## config.mk

```make
export PLATFORM = sky130hd
export DESIGN_NAME = thread_select
export DESIGN_NICKNAME = d
export VERILOG_FILES = /design/src/rtl/tsel_pkg.sv /design/src/rtl/tsel_busy.sv /design/src/rtl/tsel_order.sv /design/src/rtl/thread_select.sv
export SDC_FILE = /design/constraint.sdc
export NUM_CORES = 1
export LEC_CHECK = 0
export ABC_AREA = 1
export ABC_CLOCK_PERIOD_IN_PS = 2580
export BUFFER_PORTS_ARGS = -buffer_cell sky130_fd_sc_hd__buf_2
export CAP_MARGIN = 15
export CORE_AREA = 2 2 69 54
export DETAILED_ROUTE_END_ITERATION = 12
export DIE_AREA = 0 0 71 56
export HOLD_SLACK_MARGIN = 0.02
export PLACE_DENSITY_LB_ADDON = 0.1
export SLEW_MARGIN = 20
export SYNTH_ARGS = -nofsm -noshare
export SYNTH_HDL_FRONTEND = slang
export SYNTH_SLANG_ARGS = --single-unit
```

## constraint.sdc

```tcl
create_clock -name clk_i -period 2.58 [get_ports clk_i]
set_input_delay 0.516 -clock clk_i [delete_from_list [all_inputs] [get_ports clk_i]]
set_output_delay 0.516 -clock clk_i [all_outputs]
set_load 0.02 [all_outputs]
```

## src/rtl/tsel_pkg.sv

```systemverilog
package tsel_pkg;
  localparam int unsigned TSEL_THREADS = 4;

  function automatic int unsigned id_width(input int unsigned n);
    return (n < 2) ? 1 : $clog2(n);
  endfunction
endpackage

```

## src/rtl/tsel_busy.sv

```systemverilog
module tsel_busy #(
  parameter int unsigned N_THR = 4
) (
  input  logic             clk_i,
  input  logic             rst_ni,
  input  logic [N_THR-1:0] start_i,
  input  logic [N_THR-1:0] done_i,
  output logic [N_THR-1:0] busy_o
);
  logic [N_THR-1:0] busy_q;

  for (genvar i = 0; i < N_THR; i++) begin : g_thr
    // start wins over a coincident done
    always_ff @(posedge clk_i or negedge rst_ni) begin
      if (!rst_ni)          busy_q[i] <= 1'b0;
      else if (start_i[i])  busy_q[i] <= 1'b1;
      else if (done_i[i])   busy_q[i] <= 1'b0;
    end

    assert_park_R5: assert property (@(posedge clk_i) disable iff (!rst_ni)
      start_i[i] |=> busy_q[i]);
    assert_done_clears_R5: assert property (@(posedge clk_i) disable iff (!rst_ni)
      (busy_q[i] && done_i[i] && !start_i[i]) |=> !busy_q[i]);
    assert_stray_done_R6: assert property (@(posedge clk_i) disable iff (!rst_ni)
      (!busy_q[i] && !start_i[i]) |=> !busy_q[i]);
  end

  assign busy_o = busy_q;
endmodule

```

## src/rtl/tsel_order.sv

```systemverilog
module tsel_order #(
  parameter int unsigned N_THR = 4,
  parameter int unsigned IW    = 2
) (
  input  logic             clk_i,
  input  logic             rst_ni,
  input  logic [N_THR-1:0] cand_i,
  output logic [IW-1:0]    pick_o,
  output logic             pick_vld_o
);
  // ord_q[0] is least recently granted
  logic [IW-1:0] ord_q   [N_THR];
  logic [IW-1:0] ord_nxt [N_THR];
  logic [IW-1:0] pick;
  logic [IW-1:0] pos;
  logic          found;

  always_comb begin
    found = 1'b0;
    pick  = '0;
    pos   = '0;
    for (int k = 0; k < int'(N_THR); k++) begin
      if (!found && cand_i[ord_q[k]]) begin
        found = 1'b1;
        pick  = ord_q[k];
        pos   = IW'(k);
      end
    end
  end

  always_comb begin
    for (int k = 0; k < int'(N_THR); k++) begin
      if (k < int'(pos))             ord_nxt[k] = ord_q[k];
      else if (k < int'(N_THR) - 1)  ord_nxt[k] = ord_q[(k + 1) % int'(N_THR)];
      else                           ord_nxt[k] = pick;
    end
  end

  for (genvar k = 0; k < N_THR; k++) begin : g_slot
    always_ff @(posedge clk_i or negedge rst_ni) begin
      if (!rst_ni)     ord_q[k] <= IW'(k);
      else if (found)  ord_q[k] <= ord_nxt[k];
    end
  end

  assign pick_o     = pick;
  assign pick_vld_o = found;

  logic [N_THR*IW-1:0] ord_flat;
  logic [N_THR-1:0]    seen;
  always_comb begin
    seen = '0;
    for (int k = 0; k < int'(N_THR); k++) begin
      ord_flat[k*IW +: IW] = ord_q[k];
      seen[ord_q[k]]       = 1'b1;
    end
  end

  assert_perm_R3: assert property (@(posedge clk_i) disable iff (!rst_ni)
    seen == {N_THR{1'b1}});
  assert_pick_cand_R3: assert property (@(posedge clk_i) disable iff (!rst_ni)
    pick_vld_o |-> cand_i[pick_o]);
  assert_hold_R4: assert property (@(posedge clk_i) disable iff (!rst_ni)
    !pick_vld_o |=> $stable(ord_flat));
  assert_mru_R3: assert property (@(posedge clk_i) disable iff (!rst_ni)
    pick_vld_o |=> (ord_q[N_THR-1] == $past(pick_o)));
endmodule

```

## src/rtl/thread_select.sv

```systemverilog
module thread_select #(
  parameter int unsigned N_THR = tsel_pkg::TSEL_THREADS
) (
  input  logic             clk_i,
  input  logic             rst_ni,
  input  logic [N_THR-1:0] ready_i,
  input  logic [N_THR-1:0] spec_i,
  input  logic [N_THR-1:0] ll_start_i,
  input  logic [N_THR-1:0] ll_done_i,
  output logic [N_THR-1:0] grant_o,
  output logic             valid_o
);
  localparam int unsigned IW = tsel_pkg::id_width(N_THR);

  logic [N_THR-1:0] busy, elig, firm, cand;
  logic [IW-1:0]    pick;
  logic             pick_vld;
  logic [N_THR-1:0] grant_q;
  logic             valid_q;

  tsel_busy #(.N_THR(N_THR)) u_busy (
    .clk_i   (clk_i),
    .rst_ni  (rst_ni),
    .start_i (ll_start_i),
    .done_i  (ll_done_i),
    .busy_o  (busy)
  );

  // a thread starting a long op is parked in the same cycle
  assign elig = ready_i & ~busy & ~ll_start_i;
  assign firm = elig & ~spec_i;
  assign cand = (|firm) ? firm : elig;

  tsel_order #(.N_THR(N_THR), .IW(IW)) u_order (
    .clk_i      (clk_i),
    .rst_ni     (rst_ni),
    .cand_i     (cand),
    .pick_o     (pick),
    .pick_vld_o (pick_vld)
  );

  always_ff @(posedge clk_i or negedge rst_ni) begin
    if (!rst_ni) begin
      grant_q <= '0;
      valid_q <= 1'b0;
    end else begin
      grant_q <= pick_vld ? (N_THR'(1) << pick) : '0;
      valid_q <= pick_vld;
    end
  end

  assign grant_o = grant_q;
  assign valid_o = valid_q;

  assert_onehot_R2: assert property (@(posedge clk_i) disable iff (!rst_ni)
    valid_o |-> $onehot(grant_o));
  assert_idle_zero_R2: assert property (@(posedge clk_i) disable iff (!rst_ni)
    !valid_o |-> (grant_o == '0));
  assert_not_ready_R4: assert property (@(posedge clk_i) disable iff (!rst_ni)
    pick_vld |=> ((grant_o & ~$past(ready_i)) == '0));
  assert_no_busy_grant_R5: assert property (@(posedge clk_i) disable iff (!rst_ni)
    pick_vld |=> ((grant_o & ($past(busy) | $past(ll_start_i))) == '0));
  assert_spec_last_R7: assert property (@(posedge clk_i) disable iff (!rst_ni)
    (|firm) |=> ((grant_o & $past(spec_i)) == '0));
endmodule

```

==> results.py <==
metrics = {
    "timing": {
        "hold_viol": 0,
        "fin_worst_skew_ns": 0.005498,
        "period_needed_ns": 1.976,
        "timing.hold.ws_ns": 0.1725,
        "fin_crit_sh": 0.7660,
        "finalSetupTns_ns": 0,
        "slew_headroom": 0.7297,
        "slew_viol_final": 0,
        "setup_ws_ns": 0.6036,
        "worstMarginPinSlew_ns": 0.4055,
        "rsz0062_at_grt": "no",
        "setup_viol": 0,
        "max_clock_freq_ghz": 0.5060,
    },
    "yosys": {
        "syn-instance-count": 142,
        "synth_top_area_cell": "dfrtp_1",
        "ys_top_cells_by_area": "dfrtp_1 (29%), nand3_1 (12%), nand2_1 (10%), dfstp_2 (9.4%), inv_1 (6.4%)",
        "yosysUniqueCellTypes": 19,
        "synth_top_area_frac": 0.2921,
        "synthArstFlopShare": 1.000,
        "synth_area_um2": 1114,
        "syn_area_per_cell_um2": 7.842,
        "synth_edf_count": 0,
        "ys_ff_latch": 17,
        "yosys-top-cells-count": "nand2_1 (30), nand3_1 (27), inv_1 (19)",
        "synth-main-ff-cell": "dfrtp_1",
        "synth_most_common_cell": "nand2_1",
        "synth_warnings": 0,
        "syn-num-nets": 160,
        "yosysSeqAreaShare": 0.3865,
    },
    "die": {
        "fp.dieH_um": 56,
        "start_util": 0.3410,
        "fp-row-count": 18,
        "dieArea_um2": 3976,
        "die_w_um": 71,
        "coreArea_um2": 3266,
        "io_pins": 23,
    },
    "detailed_routing": {
        "vias": 927,
        "wire_per_inst_um": 11.01,
        "first_pass_iters": 4,
        "drc": 0,
        "dr.first_iter.drc_count": 50,
        "routed_wl_um": 2291,
        "ant_nets": 0,
        "drt-vias-per-instance": 4.457,
    },
    "critical_path": {
        "critPathLaunchType": "flop",
        "reg2reg_slack_ns": 0.60,
        "cp_max_fo": 5,
        "crit_type": "reg -> reg",
        "end_kind": "flop",
        "cp.required_ns": 2.73,
        "reg2regPathDepth": 14,
        "r2r_start": "u_busy.busy_o[0]",
        "regToRegEndpoint": "grant_o[3]",
        "critical_path_arrival_ns": 2.13,
    },
    "cells_and_area": {
        "nets": 187,
        "diodes": 0,
        "drive_above_1_share": 0.3452,
        "area_growth_pct": 18.54,
        "utilization": 0.4042,
    },
    "grt": {
        "antenna_found_initial": 0,
        "overflow": 0,
        "grt_max_degree": 18,
        "grt_first_pass_wirelength_um": 3967,
        "grt_usage": 0.1297,
        "grt_pass1_vias": 864,
    },
    "clock_network": {
        "clkLatencyLatePin_ns": 0.26,
        "cts_hold_buf": 0,
        "post_cts_buffers": 0,
        "cts_buffers": 3,
        "cts_sinks": 17,
        "clock_path_buffers": 2,
        "clockRootBuffer": "clkbuf_8",
        "cts.clk_slew.worst_paths_ns": 0.07,
        "cts_tree": "yes",
        "htree_levels": 1,
        "cts_resized": 0,
    },
    "place": {
        "gp_congestion": 0.8023,
        "dp_hpwl_um": 1869,
        "io_buffers": 22,
        "pre_cts_ws_ns": 0.3527,
    },
    "power_and_ir_drop": {
        "ir_worst_vdd_v": 0.0004236,
        "power_density_nw_per_um2": 866.5,
        "leakage_nw": 0.7307,
        "power.total_w": 0.001144,
    },
    "outcome": {
        "status": "finished clean",
    },
    "worst_hold_path": {
        "hold_class": "in -> async",
    },
    "flow_run": {
        "maxCapViolCount": 0,
    },
}
==> flip-flops by register name (all words and copies together) (netlist names) <==
register and cells:
valid_o 1, u_busy.busy_o 4, u_order.ord_flat 8, grant_o 4
==> metrics by stage <==
| stage | cell area (µm²) | cells |
|---|---|---|
| finish | 1320 | 208 |
| global placement | 1274 | 204 |
| detailed placement | 1274 | 204 |
| global route | 1320 | 208 |
| floorplan | 1114 | 142 |
| CTS | 1320 | 208 |
==> cell type report <==
cell class                 count  area (µm²)
clock buffer                   3       41.29
sequential                    17       430.4
tap                           40       50.05
fill                         330        1946
inverter                      24       90.09
clock inverter                 1       5.005
timing repair buffer          22       110.1
multi-input combinational    101       593.1
==> cell families after synthesis <==
kind of cell | count (synthesis) | synth area share
AOI/OAI and AO/OA | 12 | 0.06291
buffers and inverters | 24 | 0.08089
DFF | 17 | 0.3865
and+or+nand+nor | 89 | 0.4697
==> power breakdown <==
part	total, W	switching (W)	internal [W]
logic	0.000505	0.000333	0.000173
registers	0.000428	0.0000634	0.000365
clock network	0.000210	0.000103	0.000108
total	0.00114	0.000499	0.000645
==> cells in the final DEF, fill, tap and decap left out, drive strengths merged <==
cell	count
nor2	13
buf	22
nand3b	2
nand3	32
clkbuf	3
nand2	40
nand4	2
clkinv	2
o21bai	4
dfstp	4
dfrtp	13
inv	23
o21ai	8
==> critical path, stage by stage (launching register included) <==
cell and delay (ns):
dfrtp_1 0.39, nor2_2 0.14, nand3b_4 0.13, nand2_4 0.13, o21ai_1 0.10, nand2_1 0.16, nand2_1 0.07, nand3_1 0.08
nand2_2 0.10, nand3_1 0.12, nor2_1 0.04, nor2_1 0.16, nand2_2 0.11, nand2_1 0.09, inv_1 0.04
==> per-layer routing <==
layer	share of wire	vias up	track usage
met5	0	-	0
met1	0.53	403	0.1867
met4	0.014	0	0.04043
li1	-	508	-
met2	0.42	11	0.1802
met3	0.034	5	0.04529
==> worst max path at each step <==
stage	start	to
finish	u_busy.busy_o[0]	grant_o[3]
global route	u_busy.busy_o[0]	grant_o[3]
CTS	u_busy.busy_o[0]	grant_o[3]
detailed placement	ll_start_i[0]	grant_o[3]
global placement	ll_start_i[0]	grant_o[3]
floorplan	ready_i[1]	grant_o[2]
Note: power is estimated with default switching activity, not from simulation.
